$ cat src/rtl/clk_mult_seq_pkg.sv
package clk_mult_seq_pkg;

  typedef enum logic [1:0] {
    ST_RUN    = 2'd0,
    ST_STOP   = 2'd1,
    ST_SETTLE = 2'd2
  } seq_state_t;

  localparam logic [1:0] MULT_RSVD = 2'b11;

  // log2 of the settling length in reference cycles for each select value
  function automatic int unsigned settle_log2(input logic [2:0] sel);
    case (sel)
      3'd0:    return 13;
      3'd1:    return 14;
      3'd2:    return 15;
      3'd3:    return 16;
      3'd4:    return 17;
      3'd5:    return 18;
      3'd6:    return 10;
      default: return 11;
    endcase
  endfunction

  function automatic int unsigned settle_cycles(input logic [2:0] sel, input int unsigned shift);
    int unsigned v;
    v = (32'd1 << settle_log2(sel)) >> shift;
    if (v == 0) v = 1;
    return v;
  endfunction

endpackage

$ cat src/rtl/cms_regs.sv
module cms_regs #(
  parameter int MULT_W = 2,
  parameter int WSEL_W = 3
) (
  input  logic              clk,
  input  logic              rst,
  input  logic              wr_en,
  input  logic [MULT_W-1:0] wr_mult,
  input  logic              wr_imm,
  input  logic [WSEL_W-1:0] wr_wsel,
  input  logic              stop_entry,
  output logic [MULT_W-1:0] active_code,
  output logic [WSEL_W-1:0] wsel
);
  import clk_mult_seq_pkg::*;

  logic [MULT_W-1:0] pend_code;
  logic              imm_bit;
  logic              code_ok;
  logic              apply_now;

  assign code_ok   = (wr_mult != MULT_W'(MULT_RSVD));
  assign apply_now = wr_en && wr_imm && code_ok;

  always_ff @(posedge clk) begin
    if (rst) begin
      pend_code <= '0;
      imm_bit   <= 1'b0;
      wsel      <= '0;
    end else if (wr_en) begin
      imm_bit <= wr_imm;
      wsel    <= wr_wsel;
      if (code_ok) pend_code <= wr_mult;
    end
  end

  always_ff @(posedge clk) begin
    if (rst) begin
      active_code <= '0;
    end else if (apply_now) begin
      active_code <= wr_mult;
    end else if (stop_entry) begin
      active_code <= pend_code;
    end
  end

  // a reserved code leaves the pending value untouched
  a_r2_reserved_keeps_pending: assert property (@(posedge clk) disable iff (rst)
    (wr_en && wr_mult == MULT_W'(MULT_RSVD)) |=> $stable(pend_code));

  // the PLL never sees the reserved code
  a_r2_active_code_legal: assert property (@(posedge clk) disable iff (rst)
    active_code != MULT_W'(MULT_RSVD));

  // without an apply-now write or a standby entry the active code holds
  a_r3_active_holds: assert property (@(posedge clk) disable iff (rst)
    (!apply_now && !stop_entry) |=> $stable(active_code));

  // an apply-now write lands on the next cycle
  a_r4_immediate_lands: assert property (@(posedge clk) disable iff (rst)
    apply_now |=> active_code == $past(wr_mult));

endmodule

$ cat src/rtl/cms_settle_timer.sv
module cms_settle_timer #(
  parameter int WSEL_W       = 3,
  parameter int CNT_W        = 19,
  parameter int SETTLE_SHIFT = 0
) (
  input  logic              clk,
  input  logic              rst,
  input  logic              load,
  input  logic [WSEL_W-1:0] sel,
  output logic              done
);
  import clk_mult_seq_pkg::*;

  logic [CNT_W-1:0] cnt;
  logic [CNT_W-1:0] load_val;

  always_comb begin
    load_val = CNT_W'(settle_cycles(3'(sel), SETTLE_SHIFT) - 1);
  end

  always_ff @(posedge clk) begin
    if (rst) begin
      cnt <= '0;
    end else if (load) begin
      cnt <= load_val;
    end else if (cnt != '0) begin
      cnt <= cnt - 1'b1;
    end
  end

  assign done = (cnt == '0);

  // the counter never wraps below zero
  a_r6_no_wrap: assert property (@(posedge clk) disable iff (rst)
    (!load && done) |=> done);

endmodule

$ cat src/rtl/cms_seq_fsm.sv
module cms_seq_fsm (
  input  logic clk,
  input  logic rst,
  input  logic sby_req,
  input  logic wake,
  input  logic settle_done,
  output logic stop_entry,
  output logic settle_load,
  output logic clk_stop,
  output logic core_run
);
  import clk_mult_seq_pkg::*;

  seq_state_t state;
  logic       sby_held;

  always_comb begin
    stop_entry  = ((state == ST_RUN) && sby_req) ||
                  ((state == ST_SETTLE) && settle_done && (sby_held || sby_req));
    settle_load = (state == ST_STOP) && wake;
  end

  always_ff @(posedge clk) begin
    if (rst) begin
      state    <= ST_RUN;
      clk_stop <= 1'b0;
      core_run <= 1'b1;
      sby_held <= 1'b0;
    end else begin
      case (state)
        ST_RUN: begin
          if (sby_req) begin
            state    <= ST_STOP;
            clk_stop <= 1'b1;
            core_run <= 1'b0;
          end
        end
        ST_STOP: begin
          if (wake) begin
            state    <= ST_SETTLE;
            clk_stop <= 1'b0;
          end
        end
        ST_SETTLE: begin
          if (settle_done) begin
            sby_held <= 1'b0;
            if (sby_held || sby_req) begin
              state    <= ST_STOP;
              clk_stop <= 1'b1;
            end else begin
              state    <= ST_RUN;
              core_run <= 1'b1;
            end
          end else if (sby_req) begin
            sby_held <= 1'b1;
          end
        end
        default: begin
          state    <= ST_RUN;
          clk_stop <= 1'b0;
          core_run <= 1'b1;
        end
      endcase
    end
  end

  // the clock stops only after a request
  a_r5_stop_needs_request: assert property (@(posedge clk) disable iff (rst)
    $rose(clk_stop) |-> $past(sby_req) || $past(sby_held));

  // stopped clock and running core never coincide
  a_r5_stop_excludes_run: assert property (@(posedge clk) disable iff (rst)
    !(clk_stop && core_run));

  // a wake while running changes nothing
  a_r7_wake_in_run_ignored: assert property (@(posedge clk) disable iff (rst)
    (state == ST_RUN && wake && !sby_req) |=> (core_run && !clk_stop));

  // the core stays halted until the settling count ends
  a_r6_halted_while_settling: assert property (@(posedge clk) disable iff (rst)
    (state == ST_SETTLE && !settle_done) |=> !core_run);

endmodule

$ cat src/rtl/clk_mult_seq.sv
module clk_mult_seq #(
  parameter int MULT_W       = 2,
  parameter int WSEL_W       = 3,
  parameter int MAX_LOG2     = 18,
  parameter int SETTLE_SHIFT = 0
) (
  input  logic              clk,
  input  logic              rst,
  input  logic              wr_en,
  input  logic [MULT_W-1:0] wr_mult,
  input  logic              wr_imm,
  input  logic [WSEL_W-1:0] wr_wsel,
  input  logic              sby_req,
  input  logic              wake,
  output logic              clk_stop,
  output logic [MULT_W-1:0] mult_code,
  output logic              core_run
);
  localparam int CNT_W = MAX_LOG2 + 1;

  logic              stop_entry;
  logic              settle_load;
  logic              settle_done;
  logic [WSEL_W-1:0] wsel;

  cms_regs #(.MULT_W(MULT_W), .WSEL_W(WSEL_W)) u_regs (
    .clk(clk), .rst(rst), .wr_en(wr_en), .wr_mult(wr_mult), .wr_imm(wr_imm),
    .wr_wsel(wr_wsel), .stop_entry(stop_entry), .active_code(mult_code), .wsel(wsel)
  );

  cms_settle_timer #(.WSEL_W(WSEL_W), .CNT_W(CNT_W), .SETTLE_SHIFT(SETTLE_SHIFT)) u_timer (
    .clk(clk), .rst(rst), .load(settle_load), .sel(wsel), .done(settle_done)
  );

  cms_seq_fsm u_fsm (
    .clk(clk), .rst(rst), .sby_req(sby_req), .wake(wake), .settle_done(settle_done),
    .stop_entry(stop_entry), .settle_load(settle_load), .clk_stop(clk_stop), .core_run(core_run)
  );

endmodule

$ cat config.mk
export PLATFORM = sky130hd
export DESIGN_NAME = clk_mult_seq
export DESIGN_NICKNAME = d
export VERILOG_FILES = /design/src/rtl/clk_mult_seq_pkg.sv /design/src/rtl/cms_regs.sv /design/src/rtl/cms_settle_timer.sv /design/src/rtl/cms_seq_fsm.sv /design/src/rtl/clk_mult_seq.sv
export SDC_FILE = /design/constraint.sdc
export NUM_CORES = 1
export LEC_CHECK = 0
export BUFFER_PORTS_ARGS = -buffer_cell sky130_fd_sc_hd__buf_2
export CORE_ASPECT_RATIO = 1.4
export CORE_UTILIZATION = 60
export DETAILED_ROUTE_END_ITERATION = 12
export PLACE_DENSITY_LB_ADDON = 0.3
export SYNTH_ARGS = -nofsm -noshare
export SYNTH_HDL_FRONTEND = slang
export SYNTH_HIERARCHICAL = 1
export SYNTH_SLANG_ARGS = --single-unit
$ cat constraint.sdc
create_clock -name clk -period 4.05 [get_ports clk]
set_clock_uncertainty 0.05 [all_clocks]
set_input_delay 0.405 -clock clk [delete_from_list [all_inputs] [get_ports clk]]
set_output_delay 0.405 -clock clk [all_outputs]
set_load 0.05 [all_outputs]
; Yosys cells after proc, flatten, opt, wreduce, memory -nomap -nowiden
; Index checks and enable logic that the tools add are counted.
[op_classes]
n_addsub = 2
eq_ne = 14
n_shift = 1
muxes = 21
n_bitwise = 1
reduce_logical = 21
[ops]
columns = op, n
row1 = $mux 19, 3
row2 = $sub 19x1->19 const B, 2
row3 = $pmux 5 s7, 1
row4 = $logic_not 32->1, 1
row5 = $shl 1x5->32 const A, 1
row6 = $logic_not 19->1, 1
row7 = $reduce_bool 19->1, 1
row8 = $mux 2, 5
row9 = $ne 2x2->1 const B, 5
row10 = $eq 3x3->1 const B, 3
row11 = $mux 1, 9
row12 = $reduce_and 4->1, 2
row13 = $eq 3x2->1 const B, 2
row14 = $logic_and 1x1->1, 6
row15 = $pmux 1 s3, 2
row16 = $pmux 2 s3, 1
row17 = $reduce_bool 2->1, 3
row18 = $reduce_and 2->1, 2
row19 = $eq 3x1->1 const B, 1
row20 = $logic_not 3->1, 1
row21 = $reduce_and 3->1, 1
row22 = $eq 2x1->1 const B, 1
row23 = $eq 2x2->1 const B, 1
row24 = $logic_not 2->1, 1
row25 = other kinds (3), 4
[totals]
reg_bits = 31
in_bits = 11
out_inout_bits = 4

; Logic depth before layout (Yosys ltp)
[depth]
word_depth = 7
depth_mapped = 11
depth_no_buf = 8

; By module
; Netlist, hierarchy kept.
[by_module_without_submodules]
columns = mod, n_inst, cells_each, area_each_um2
row1 = cms_settle_timer, 1, 164, 1290.0
row2 = cms_regs, 1, 29, 300.3
row3 = cms_seq_fsm, 1, 30, 254.0

; Worst setup path after synthesis
; Ideal clock, no wire load.
[synth_timing]
path_kind = reg-to-reg
startpoint = register u_fsm.state[0]
endpoint = register u_timer.cnt[14]
setup_time_ns = 0.139
arrival_ns = 2.312
t_required_ns = 3.861
path_slack_ns = 1.550
path_stages_with_launch = 12
n_path_buf = 4
cell_sequence = dfxtp_1 -> clkbuf_2 -> and3b_2 -> buf_2 -> clkinv_1 -> clkbuf_1 -> nand2_1 -> ha_1 -> clkbuf_1 -> o21ai_0 -> o41ai_1 -> a21oi_1
[synth_between]
elab_chain_cells = 3
[synth_rtl]
columns = item, line
row1 = start: declaration, cms_seq_fsm.sv:14  ; seq_state_t state;
row2 = start signal: assignment, cms_seq_fsm.sv:25  ; state <= ST_RUN;
row3 = start signal: assignment, cms_seq_fsm.sv:33  ; state <= ST_STOP;
row4 = start signal: assignment, cms_seq_fsm.sv:40  ; state <= ST_SETTLE;
row5 = $eq 2x1->1 (*), cms_seq_fsm.sv:20  ; settle_load = (state == ST_STOP) && wake;
row6 = $logic_and 1x1->1 (*), cms_seq_fsm.sv:20
row7 = via settle_load, clk_mult_seq.sv:22  ; logic settle_load;
row8 = $mux 19 or $reduce_bool 2->1 (tied branches), n/a
row9 = end signal: assignment, cms_settle_timer.sv:25  ; cnt <= load_val;
row10 = end signal: assignment, cms_settle_timer.sv:27  ; cnt <= cnt - 1'b1;
row11 = end: declaration, cms_settle_timer.sv:14  ; logic [CNT_W-1:0] cnt;
; Mark *: on every way through the listed nets, which the timed path passes. The rest lies on a longest branch.
; A chain may end at the register's enable or synchronous reset.

; Worst setup path in the final report
[layout_timing]
startpoint = register u_fsm.state[0]
endpoint = register u_timer.cnt[16]
; The elaborated chain is that of the path after synthesis.

==> results_dict.tcl <==
set metrics [dict create \
    die_y_um 67.6 \
    cts_tree "yes" \
    clkTransAtPathRegs_ps 70 \
    slew_violations 0 \
    final.min_clock_period_ps 2680 \
    start_util_pct 63.5 \
    drtIter0Drc 59 \
    setup_slack_ps 1370 \
    drtAntennaViolNets 0 \
    worstSetupStartpointType "flip-flop" \
    num_rows 23 \
    placedCellCount 263 \
    grt_pass1_vias 1608 \
    clock-sinks 31 \
    finalCritPeriodShare_pct 66.2 \
    root_buffer "clkbuf_8" \
    cts_setup_buffers 0 \
    endpoint_kind "flip-flop" \
    utilization_pct 68.5 \
    grt_overflow_total 0 \
    power_mw 1.50 \
    power.density_nw_per_um2 756 \
    die_x_um 48.9 \
    wl_per_cell_um 16.0 \
    area_growth_pct 7.94 \
    status "finished clean" \
    syn_nets 235 \
    pin_count 15 \
    wl_um 4350 \
    yosys-top-cells-area "dfxtp_1 (34%), nor3_1 (4.3%), a21oi_1 (3.8%)" \
    route.met2.wl_um 2170 \
    max-vdd-ir-drop_mv 0.531 \
    worstSetupPathType "flip-flop to flip-flop" \
    setup_tns_ps 0 \
    async_flop_share_pct 0 \
    gp_congestion 0.878 \
    yosysSeqAreaShare_pct 33.6 \
    core_area_um2 2910 \
    synth.distinct_cells 60 \
    setup_viol_count_final 0 \
    clk_path_buf_depth 2 \
    hold_viol_final 0 \
    yosys-top-cells-count "dfxtp_1 (31), nor3_1 (16), nor2_1 (15)" \
    final_cells 271 \
    crit_required_ps 4140 \
    dp_hpwl_um 2920 \
    dpl_worst_slack_ps 1450 \
    p_leak_nw 0.742 \
    cp_max_fo 28 \
    fmax_ghz 0.373 \
    antenna_found_initial 0 \
    dr_wl_met3_um 202 \
    synth_seq_cells 31 \
    ff2ff_setup_slack_ps 1370 \
    gr-usage-all-layers_pct 28.9 \
    synth.most_common_cell "dfxtp_1" \
    synth_edf_count 0 \
    synthFlopType "dfxtp_1" \
    top_layer "met4" \
    hold_ws_ps 319 \
    worstPathArrival_ps 2770 \
    worst_r2r_path_depth 7 \
    grt_max_degree 29 \
    insertion_delay_ps 280 \
    vias_per_cell 6.52 \
    nFillCells 265 \
    yosysWarnings 6 \
    mappedNetlistArea_um2 1840 \
    cts_buffers 5 \
    tightest_slew_ps 662 \
    nets 245 \
    netlist_instances 223 \
    drc 0 \
    num_antenna_cells 0 \
    avgSynthCellArea_um2 8.27 \
    cts.repair.resized 0 \
    max-slew-margin-rel_pct 55.6 \
    netlist.area_leader.share_pct 33.6 \
    drtPass1Iterations 5 \
    yosysTopAreaCell "dfxtp_1" \
    wl_met1_um 1890 \
    post_dp_cell_area_um2 1910 \
    grt_pass1_wl_um 7200 \
    rsz0062_at_grt "no" \
    layout-drive-gt1-share_pct 15.0 \
    design_area_um2 1990 \
    cts_hold_buf 0 \
    htree_levels 2 \
    hp-class "input pin to flip-flop" \
    hold_depth 3 \
    cap_violations 0 \
    die_area_um2 3300 \
    numPortBuffers 14 \
    vias 1767 \
]
## placed cells by master (no fill, tap or decap), types with 5 or more instances in the layout
cell      synthesis  routed
clkbuf_8          0       5
a21oi_1          14      14
nand3_1           6       6
dfxtp_1          31      31
nor3_1           16      16
nand2_1          14      14
buf_2             3      14
o21a_1            5       5
nor2_1           15      15
or3_1             5       5
o21ai_0          10      10
nand2b_1          6       6
mux2i_1           6       6
nor4_1            7       7
## state kept, by name, summed over array words and instances (netlist names)
name                count
u_timer/cnt            19
u_regs/wsel             3
u_fsm/state             2
u_regs/active_code      2
u_regs/pend_code        2
u_fsm/clk_stop          1
u_fsm/core_run          1
u_fsm/sby_held          1
## final cells by class
type / count / area, µm² / share of cell area (%)
Multi-Input combinational cell: 175 / 1150 / 57.6
Clock inverter: 1 / 5.00 / 0.251
Clock buffer: 7 / 76.3 / 3.83
Inverter: 5 / 18.8 / 0.943
Tap cell: 37 / 46.3 / 2.33
Timing Repair Buffer: 15 / 77.6 / 3.90
Sequential cell: 31 / 621 / 31.2
## critical path: stages (launching register included)
cell and delay, ps:
dfxtp_1 490, and3b_2 540, clkinv_1 190, nand2_1 110
ha_1 410, o221ai_1 320, nor4_1 350, nor3b_1 80
## worst paths after layout
path | start | to
worst max-delay path | u_fsm/state[0] | u_timer/cnt[16]
worst min-delay path | wr_wsel[0] | u_regs/wsel[0]
worst max register to register | u_fsm/state[0] | u_timer/cnt[16]
worst min register to register | u_regs/active_code[0] | u_regs/active_code[0]
## power breakdown
group	leakage (nW)	switching, mW	internal (mW)
registers	0.255	0.123	0.398
logic	0.444	0.451	0.295
clock network	0.0422	0.118	0.120
total	0.742	0.691	0.813
## metal layers
metal | global-route usage (%) | up-vias
li1 | - | 872
met1 | 32.5 | 827
met2 | 50.3 | 59
met3 | 6.98 | 9
met4 | 16.2 | 0
met5 | 0 | -
## kinds of logic after synthesis
| family | Yosys count | synth area share, % |
|---|---|---|
| and+or+nand+nor | 99 | 32.2 |
| AOI/OAI and AO/OA | 68 | 25.6 |
| DFF | 31 | 33.7 |
| buffers and inverters | 17 | 4.21 |
| muxes | 6 | 3.26 |
| xor gates and xnor gates | 1 | 0.475 |
| adders and majority gates | 1 | 0.678 |
Note: power is estimated with default switching activity, not from simulation.
